### src/rtl/can_err_pkg.sv
package can_err_pkg;
  typedef enum logic [2:0] {
    A_FLAG = 3'd0,
    A_EN   = 3'd1,
    A_SRC  = 3'd2,
    A_IST  = 3'd3,
    A_IEN  = 3'd4,
    A_TEC  = 3'd5,
    A_REC  = 3'd6,
    A_NONE = 3'd7
  } reg_addr_e;

  localparam int FLAG_W  = 8;
  localparam int SRC_W   = 7;
  localparam int FB_BERR = 0;
  localparam int FB_WARN = 1;
  localparam int FB_PASS = 2;
  localparam int FB_BOFF = 3;
  localparam int FB_BREC = 4;
  localparam int FB_OVRN = 5;
  localparam int FB_OVLD = 6;
  localparam int FB_LOCK = 7;
  localparam int SUM_BIT = 5;
endpackage

### src/rtl/w0c_flags.sv
module w0c_flags #(
  parameter int W = 8
) (
  input  logic         clk,
  input  logic         rst_n,
  input  logic [W-1:0] evt,
  input  logic         wr_en,
  input  logic [W-1:0] wdata,
  output logic [W-1:0] q
);
  for (genvar i = 0; i < W; i++) begin : g_bit
    logic clr;
    assign clr = wr_en && !wdata[i];

    always_ff @(posedge clk or negedge rst_n) begin
      if (!rst_n)      q[i] <= 1'b0;
      else if (evt[i]) q[i] <= 1'b1;
      else if (clr)    q[i] <= 1'b0;
    end


    evt_set_chk: assert property (@(posedge clk) disable iff (!rst_n)
      evt[i] |=> q[i]);

    w0c_chk: assert property (@(posedge clk) disable iff (!rst_n)
      (clr && !evt[i]) |=> !q[i]);

    keep_chk: assert property (@(posedge clk) disable iff (!rst_n)
      (!evt[i] && !clr) |=> $stable(q[i]));
  end
endmodule

### src/rtl/err_counters.sv
module err_counters #(
  parameter int CNT_W    = 8,
  parameter int TX_INC   = 8,
  parameter int RX_INC   = 1,
  parameter int WARN_LIM = 96,
  parameter int PASS_LIM = 128
) (
  input  logic             clk,
  input  logic             rst_n,
  input  logic             tx_err,
  input  logic             tx_ok,
  input  logic             rx_err,
  input  logic             rx_ok,
  input  logic             recover,
  output logic [CNT_W-1:0] tec,
  output logic [CNT_W-1:0] rec,
  output logic             busoff,
  output logic             warn_rise,
  output logic             pass_rise,
  output logic             boff_rise,
  output logic             brec_rise
);
  localparam int XW   = CNT_W + 2;
  localparam int MAXV = (1 << CNT_W) - 1;

  logic [XW-1:0]    tx_sum, tx_nx, rx_sum, rx_dec;
  logic [CNT_W-1:0] rx_nx, tec_d, rec_d;
  logic             busoff_d;

  function automatic logic at_or_above(input logic [CNT_W-1:0] t,
                                       input logic [CNT_W-1:0] r,
                                       input int lim);
    return (int'(t) >= lim) || (int'(r) >= lim);
  endfunction

  always_comb begin
    tx_sum = {2'b00, tec} + (tx_err ? XW'(TX_INC) : '0);
    tx_nx  = (tx_ok && tx_sum != '0) ? tx_sum - 1'b1 : tx_sum;
    rx_sum = {2'b00, rec} + (rx_err ? XW'(RX_INC) : '0);
    rx_dec = (rx_ok && rx_sum != '0) ? rx_sum - 1'b1 : rx_sum;
    rx_nx  = (rx_dec > XW'(MAXV)) ? CNT_W'(MAXV) : rx_dec[CNT_W-1:0];

    boff_rise = !busoff && (tx_nx > XW'(MAXV));
    brec_rise = busoff && recover;

    if (busoff) begin
      tec_d    = recover ? '0 : tec;
      rec_d    = recover ? '0 : rec;
      busoff_d = !recover;
    end else begin
      tec_d    = boff_rise ? CNT_W'(MAXV) : tx_nx[CNT_W-1:0];
      rec_d    = rx_nx;
      busoff_d = boff_rise;
    end

    warn_rise = !at_or_above(tec, rec, WARN_LIM) && at_or_above(tec_d, rec_d, WARN_LIM);
    pass_rise = !at_or_above(tec, rec, PASS_LIM) && at_or_above(tec_d, rec_d, PASS_LIM);
  end

  always_ff @(posedge clk or negedge rst_n) begin
    if (!rst_n) begin
      tec    <= '0;
      rec    <= '0;
      busoff <= 1'b0;
    end else begin
      tec    <= tec_d;
      rec    <= rec_d;
      busoff <= busoff_d;
    end
  end


  busoff_sat_chk: assert property (@(posedge clk) disable iff (!rst_n)
    busoff |-> (tec == CNT_W'(MAXV)));

  busoff_hold_chk: assert property (@(posedge clk) disable iff (!rst_n)
    (busoff && !recover) |=> (tec == $past(tec) && rec == $past(rec) && busoff));

  recover_clr_chk: assert property (@(posedge clk) disable iff (!rst_n)
    (busoff && recover) |=> (tec == '0 && rec == '0 && !busoff));

  tx_idle_chk: assert property (@(posedge clk) disable iff (!rst_n)
    (!busoff && !tx_err && !tx_ok) |=> $stable(tec));

  rx_idle_chk: assert property (@(posedge clk) disable iff (!rst_n)
    (!busoff && !rx_err && !rx_ok) |=> $stable(rec));
endmodule

### src/rtl/can_err_irq_unit.sv
module can_err_irq_unit
  import can_err_pkg::*;
#(
  parameter int CNT_W    = 8,
  parameter int WARN_LIM = 96,
  parameter int PASS_LIM = 128
) (
  input  logic       clk,
  input  logic       rst_n,
  input  logic [6:0] src_evt,
  input  logic       lock_evt,
  input  logic       ovld_evt,
  input  logic       ovrn_evt,
  input  logic       tx_err_evt,
  input  logic       tx_ok_evt,
  input  logic       rx_err_evt,
  input  logic       rx_ok_evt,
  input  logic       recover_evt,
  input  logic [2:0] reg_addr,
  input  logic       reg_we,
  input  logic [7:0] reg_wdata,
  output logic [7:0] reg_rdata,
  output logic       err_irq,
  output logic       bus_off
);
  logic [CNT_W-1:0]  tec, rec;
  logic              warn_rise, pass_rise, boff_rise, brec_rise;
  logic [FLAG_W-1:0] flag_evt, flags, en_q;
  logic [SRC_W-1:0]  src_q;
  logic              src_mode_q, ien_q, sum_bit;
  logic              wr_flag, wr_src;

  err_counters #(
    .CNT_W(CNT_W), .TX_INC(8), .RX_INC(1),
    .WARN_LIM(WARN_LIM), .PASS_LIM(PASS_LIM)
  ) u_cnt (
    .clk(clk), .rst_n(rst_n),
    .tx_err(tx_err_evt), .tx_ok(tx_ok_evt),
    .rx_err(rx_err_evt), .rx_ok(rx_ok_evt),
    .recover(recover_evt),
    .tec(tec), .rec(rec), .busoff(bus_off),
    .warn_rise(warn_rise), .pass_rise(pass_rise),
    .boff_rise(boff_rise), .brec_rise(brec_rise)
  );

  always_comb begin
    flag_evt          = '0;
    flag_evt[FB_BERR] = |src_evt;
    flag_evt[FB_WARN] = warn_rise;
    flag_evt[FB_PASS] = pass_rise;
    flag_evt[FB_BOFF] = boff_rise;
    flag_evt[FB_BREC] = brec_rise;
    flag_evt[FB_OVRN] = ovrn_evt;
    flag_evt[FB_OVLD] = ovld_evt;
    flag_evt[FB_LOCK] = lock_evt;
  end

  assign wr_flag = reg_we && (reg_addr == A_FLAG);
  assign wr_src  = reg_we && (reg_addr == A_SRC);

  w0c_flags #(.W(FLAG_W)) u_flags (
    .clk(clk), .rst_n(rst_n), .evt(flag_evt),
    .wr_en(wr_flag), .wdata(reg_wdata), .q(flags)
  );

  w0c_flags #(.W(SRC_W)) u_src (
    .clk(clk), .rst_n(rst_n), .evt(src_evt),
    .wr_en(wr_src), .wdata(reg_wdata[SRC_W-1:0]), .q(src_q)
  );

  always_ff @(posedge clk or negedge rst_n) begin
    if (!rst_n) begin
      en_q       <= '0;
      ien_q      <= 1'b0;
      src_mode_q <= 1'b0;
    end else if (reg_we) begin
      if (reg_addr == A_EN)  en_q       <= reg_wdata;
      if (reg_addr == A_IEN) ien_q      <= reg_wdata[SUM_BIT];
      if (reg_addr == A_SRC) src_mode_q <= reg_wdata[7];
    end
  end

  assign sum_bit = |(flags & en_q);
  assign err_irq = sum_bit && ien_q;

  always_comb begin
    reg_rdata = '0;
    case (reg_addr)
      A_FLAG:  reg_rdata = flags;
      A_EN:    reg_rdata = en_q;
      A_SRC:   reg_rdata = {src_mode_q, src_q};
      A_IST:   reg_rdata[SUM_BIT] = sum_bit;
      A_IEN:   reg_rdata[SUM_BIT] = ien_q;
      A_TEC:   reg_rdata = 8'(tec);
      A_REC:   reg_rdata = 8'(rec);
      default: reg_rdata = '0;
    endcase
  end


  irq_needs_flag_chk: assert property (@(posedge clk) disable iff (!rst_n)
    err_irq |-> (flags != '0) && (en_q != '0));

  boff_flag_chk: assert property (@(posedge clk) disable iff (!rst_n)
    $rose(bus_off) |-> flags[FB_BOFF]);

  berr_flag_chk: assert property (@(posedge clk) disable iff (!rst_n)
    (src_evt != '0) |=> flags[FB_BERR]);
endmodule

### config.mk
export PLATFORM = sky130hd
export DESIGN_NAME = can_err_irq_unit
export DESIGN_NICKNAME = d
export VERILOG_FILES = /design/src/rtl/can_err_pkg.sv /design/src/rtl/w0c_flags.sv /design/src/rtl/err_counters.sv /design/src/rtl/can_err_irq_unit.sv
export SDC_FILE = /design/constraint.sdc
export NUM_CORES = 1
export LEC_CHECK = 0
export BUFFER_PORTS_ARGS = -buffer_cell sky130_fd_sc_hd__buf_4
export CORE_ASPECT_RATIO = 1.25
export CORE_UTILIZATION = 50
export DETAILED_ROUTE_END_ITERATION = 12
export GPL_TIMING_DRIVEN = 0
export PLACE_DENSITY_LB_ADDON = 0.25
export SLEW_MARGIN = 20
export SYNTH_ARGS = -nofsm -noshare
export SYNTH_HDL_FRONTEND = slang
export SYNTH_SLANG_ARGS = --single-unit
### constraint.sdc
create_clock -name clk -period 3.3 [get_ports clk]
set_clock_uncertainty 0.05 [all_clocks]
set_input_delay 0.165 -clock clk [delete_from_list [all_inputs] [get_ports clk]]
set_output_delay 0.165 -clock clk [all_outputs]
set_load 0.02 [all_outputs]
==> results of run 1 <==
-- cells by family after synthesis --
kind of cell             Yosys count  synth area share
AND/OR/NAND/NOR                  117            0.2056
AO/OA/AOI/OAI                    116            0.2563
flip-flops                        42            0.3434
buffers and inverters             36           0.04824
multiplexers                      25           0.09199
XOR/XNOR                           9           0.02575
adder cells (fa/ha/maj)            7           0.02862
-- worst register-to-register path, delay by kind of cell, from the launching register on --
kind | cells | cell delay, ns
AOI/OAI and AO/OA | 2 | 0.26
adders and majority gates | 2 | 0.43
buffers and inverters | 1 | 0.20
DFF | 1 | 0.43
muxes | 1 | 0.32
and+or+nand+nor | 4 | 1.28
-- worst min-delay path by stage --
stage | startpoint | to | slack, ns | depth (start not counted)
final | lock_evt | u_flags.q[7] | 0.009 | 2
after global routing | ovrn_evt | u_flags.q[5] | 0.002 | 2
after CTS | ovrn_evt | u_flags.q[5] | 0.003 | 2
after detailed placement | rst_n | u_flags.q[6] | 0.14 | 1
after global placement | rst_n | u_flags.q[6] | 0.13 | 1
after floorplan | rst_n | en_q[0] | -0.18 | 0
-- routing by layer --
layer / vias up / part of all wire / routed length, um
met3: 18 / 0.047 / 382
met2: 103 / 0.50 / 4044
met5: - / 0 / 0
li1: 1397 / - / -
met4: 0 / 0.019 / 155
met1: 1385 / 0.43 / 3472
-- what timing repair did --
action | CTS | global route
hold buffers | 1 | 0
endpoints found under the hold margin | 42 | 0
buffers inserted | 0 | 0
-- metrics by stage --
step / instances / utilization / hold slack [ns] / worst slack [ns] / power (mW)
2_1_floorplan: 352 / - / -0.1806 / 0.5081 / 1.870
6_report: 481 / 0.6052 / 0.009293 / 0.2064 / 2.609
3_5_place_dp: 472 / 0.5888 / 0.1362 / 0.2438 / 2.255
4_1_cts: 481 / 0.6052 / 0.003244 / 0.2291 / 2.591
3_3_place_gp: 472 / 0.5888 / 0.1286 / 0.2457 / 2.205
5_1_grt: 481 / 0.6052 / 0.001520 / 0.06537 / 2.804
-- placed cells by master, fill, tap and decap left out, types with 3 or more instances in the layout --
cell,count
a211oi_1,9
and4_1,3
mux2_2,11
o31ai_1,3
nand4_1,3
a22oi_1,11
dfrtp_1,42
nor2_1,27
xor2_1,4
and3_1,5
mux2i_1,12
nand2_1,17
nand3b_1,3
inv_1,12
nand2b_1,12
nor2b_1,5
and2_1,4
o21ai_0,32
clkbuf_1,17
a21oi_1,22
clkbuf_8,5
or2_2,3
ha_1,7
or3_1,5
nand3_1,15
nor3_1,6
buf_4,40
buf_2,4
a31oi_1,6
a21o_1,5
xnor2_1,5
-- layout make-up --
cell class	count	area share
multi-input combinational	274	0.5252
buffer	23	0.02789
sequential	42	0.2965
clock buffer	6	0.02047
tap	82	0.02894
clock inverter	2	0.003883
inverter	13	0.01377
timing repair buffer	39	0.08330
-- sequential cells by signal, summed over array words and instances (netlist names) --
name          cells
en_q              8
ien_q             1
src_mode_q        1
u_cnt.busoff      1
u_cnt.rec         8
u_cnt.tec         8
u_flags.q         8
u_src.q           7
-- power breakdown --
part           internal [mW]  switching [mW]
clock                  0.149           0.180
sequential             0.671           0.138
combinational          0.598           0.873
==> results.cfg, run 1 <==
[synthesis]
ys_seq_area_frac = 0.3434
yosysTopAreaCellShare = 0.3434
synth_edf_count = 0
synthesis.area_um2 = 3060
avgSynthCellArea_um2 = 8.694
async_reset_ff_frac = 1.000
ys_ff_latch = 42
netlist.top_cell.by_area = dfrtp_1
syn-num-nets = 388
yosysMostFrequentCell = dfrtp_1
yosys.cell_types.count = 62
postSynthCellCount = 352
synth_area_leaders = dfrtp_1 (34%), o21ai_0 (5.2%), mux2_2 (4.0%)
synth-main-ff-cell = dfrtp_1
yosys_warnings = 0
synth_common_cells = dfrtp_1 (42), o21ai_0 (32), nor2_1 (27)

[critical_path]
r2r_slack_ns = 0.21
cpMostUsedCell = ha_1
crit_chain = ha_1 -> ha_1 -> buf_2 -> nor3_1 -> a41oi_2 -> nor3_2 -> a21oi_2 -> mux2_4 -> and4_1 -> or4_1
rr_worst_depth = 10
crit_start = u_cnt.rec[0]
r2r_start = u_cnt.rec[0]
critPathCaptureType = flip-flop
crit_cells = 10
critical_path.top_delay_family = simple AND/OR/NAND/NOR gates
path_max_fanout = 10
crit_type = reg2reg
cp_num_buf_inv = 1
r2r_end = u_cnt.rec[3]
crit_arrival_ns = 3.21
cp.required_ns = 3.42
cp-start-kind = flip-flop
slowest_delay_ns = 0.45
endpoint = u_cnt.rec[3]
slowest_stage = nor3_2

[detailed_routing]
wl_per_cell_um = 16.74
vias = 2903
drc = 0
routed_wirelength_um = 8054
antenna_left = 0
drt_iter0_drc = 185
via_per_inst = 6.035
drt_pre_antenna_iters = 5

[timing]
final-setup-viol-count = 0
setup-tns-final_ns = 0
tightest_slew_ns = 0.6877
rsz0062_at_grt = no
report.final.slew_viol_count = 0
max_clock_freq_ghz = 0.3233
timing.slew.headroom = 0.5380
hold_viol_final = 0
timing.final.crit_share = 0.9374
min_period_ns = 3.094

[power_and_ir_drop]
vdd_ir_drop_max_v = 0.0003635
power_density_nw_per_um2 = 736.0
leakagePower_nw = 1.441

[die]
chipHeight_um = 89.47
pin_count = 39
chipWidth_um = 71.98
die_area_um2 = 6440
core_um2 = 5857
fp-row-count = 31
initial_core_util = 0.5225

[final_layout]
layout-drive-gt1-share = 0.1855
fin_area_um2 = 3545
syn_to_final_growth_pct = 15.82
nNetsFinal = 434
regArea_um2 = 1051
fillers = 540
multi_input_area_um2 = 1862
n_antenna_cell = 0

[cts]
cts_root_buf = clkbuf_8
cts_resized = 0
htreeDepth = 2
cts_tree = done
clk-insertion-delay-late_ns = 0.29
clkSinkCount = 42
numCtsBuffers = 5
cts.path.max_buffers = 2
clk_pin_slew_ns = 0.08

[placement]
portBuffers = 38
place_congestion = 0.8862
place_area_um2 = 3448
dp.final_hpwl_um = 5997

[global_routing]
grt_overflow = 0
busiest_layer = met2
antenna_found_initial = 0
grt_max_degree = 43
grt_use_met3 = 0.03720
track_usage = 0.2610
grt_first_pass_wirelength_um = 12960
grt_pass1_vias = 2765
met1_usage = 0.3189
grtUsageMet2 = 0.4640

[run]
drv_cap = 0

[min_path]
hold_class = in2reg

[status]
status = completed
Note: power is estimated with default switching activity, not from simulation.
==> inputs of run 2 (changes only) <==
CTS_BUF_LIST = sky130_fd_sc_hd__clkbuf_8   (was default)
==> run 2 against run 1 <==
Power about the same. Clock power about the same. Setup slack better by 0.0021 ns. Cell count unchanged. Via count unchanged. Die area unchanged. Sequential power about the same. Register-to-register slack about the same. Critical path depth unchanged. Largest power group unchanged. Highest routed layer unchanged.
==> results.cfg, run 2 (synthesized netlist as in run 1, its figures left out) <==
[status]
status = completed

[placement]
place_ws_ns = 0.2438
dp.final_hpwl_um = 5997
portBuffers = 38
dp_cells = 472
place_congestion = 0.8862

[cts]
htreeDepth = 2
numCtsBuffers = 5
clkSinkCount = 42
clk_pin_slew_ns = 0.08
cts.path.max_buffers = 2
cts_tree = done
cts_root_buf = clkbuf_8
cts_resized = 0
post-cts-setup-buffers = 0
clk-insertion-delay-late_ns = 0.29

[critical_path]
cp.required_ns = 3.42
crit_arrival_ns = 3.21
r2r_slack_ns = 0.21
critPathCaptureType = flip-flop
cpMostUsedCell = ha_1
crit_chain = ha_1 -> ha_1 -> buf_2 -> nor3_1 -> a41oi_2 -> nor3_2 -> a21oi_2 -> mux2_4 -> and4_1 -> or4_1
crit_type = reg2reg
slowest_stage = nor3_2
cp-start-kind = flip-flop
rr_worst_depth = 10
path_max_fanout = 10
slowest_delay_ns = 0.45

[min_path]
hold_class = in2reg
holdPathStages = 2

[detailed_routing]
drt_iter0_drc = 185
antenna_left = 0
vias = 2903
wl_per_cell_um = 16.71
routed_wirelength_um = 8038
drt_pre_antenna_iters = 6
drc = 0
via_per_inst = 6.035

[timing]
setup-tns-final_ns = 0
report.final.slew_viol_count = 0
setup_ws_ns = 0.2085
timing.final.crit_share = 0.9368
min_period_ns = 3.092
timing.slew.headroom = 0.5388
hold_ws_ns = 0.009027
final-setup-viol-count = 0
max_clock_freq_ghz = 0.3235
rsz0062_at_grt = no
hold_viol_final = 0
tightest_slew_ns = 0.6865

[global_routing]
antenna_found_initial = 0
grt_pass1_vias = 2765
grt_max_degree = 43
grt_overflow = 0
grt_first_pass_wirelength_um = 12960
track_usage = 0.2610

[die]
initial_core_util = 0.5225
core_um2 = 5857
pin_count = 39
chipHeight_um = 89.47
chipWidth_um = 71.98
fp-row-count = 31
die_area_um2 = 6440

[final_layout]
most-common-layout-cells = dfrtp_1 (42), buf_4 (40), o21ai_0 (32), nor2_1 (27), a21oi_1 (22)
syn_to_final_growth_pct = 15.82
layout-drive-gt1-share = 0.1855
final_cells = 481
n_antenna_cell = 0
nNetsFinal = 434
fillers = 540
final_common_cell = dfrtp_1

[power_and_ir_drop]
power_density_nw_per_um2 = 735.4
leakagePower_nw = 1.446
vdd_ir_drop_max_v = 0.0003630

[run]
drv_cap = 0
==> run 2: per-stage QoR <==
step / util / area (um^2) / total power [mW]
2_1_floorplan: - / 3060 / 1.870
3_3_place_gp: 0.5888 / 3448 / 2.205
3_5_place_dp: 0.5888 / 3448 / 2.255
4_1_cts: 0.6052 / 3545 / 2.588
5_1_grt: 0.6052 / 3545 / 2.802
6_report: 0.6052 / 3545 / 2.607
==> run 2: routing by layer <==
layer	up-vias	part of all wire	track usage
met1	1367	0.42	0.3189
met4	0	0.019	0.1070
met2	118	0.50	0.4640
met3	18	0.055	0.03720
met5	-	0	0
li1	1400	-	-
==> run 2: worst paths after layout <==
kind / from / end
setup / recovery: u_cnt.rec[0] / u_cnt.rec[3]
hold / removal: lock_evt / u_flags.q[7]
setup reg to reg: u_cnt.rec[0] / u_cnt.rec[3]
hold reg to reg: src_mode_q / src_mode_q
max in group asynchronous: rst_n / u_flags.q[2]
min in group asynchronous: rst_n / u_flags.q[6]
==> run 2: timing repair <==
action | in CTS | in global routing
hold buffers | 1 | 0
endpoints found under the hold margin | 42 | 0
endpoints found under the setup margin | 0 | 0
==> run 2: final cells by class <==
type / instances / area (um^2) / share of cell area
multi-input combinational: 274 / 1862 / 0.5252
sequential: 42 / 1051 / 0.2965
timing repair buffer: 39 / 295.3 / 0.08330
tap: 82 / 102.6 / 0.02894
buffer: 23 / 98.84 / 0.02789
clock buffer: 5 / 68.82 / 0.01941
inverter: 13 / 48.80 / 0.01377
clock inverter: 3 / 17.52 / 0.004942
==> run 2: critical path: cells and delay by family, from the launching register on <==
family | cells | cell delay, ns
fa+ha+maj | 2 | 0.43
buf+inv | 1 | 0.20
compound gates | 2 | 0.26
simple gates | 4 | 1.28
flops | 1 | 0.43
mux | 1 | 0.32
==> run 2: power by group <==
| part | total [mW] | internal [mW] | switching [mW] |
|---|---|---|---|
| registers | 0.809 | 0.671 | 0.138 |
| logic | 1.47 | 0.598 | 0.873 |
| clock network | 0.327 | 0.146 | 0.181 |
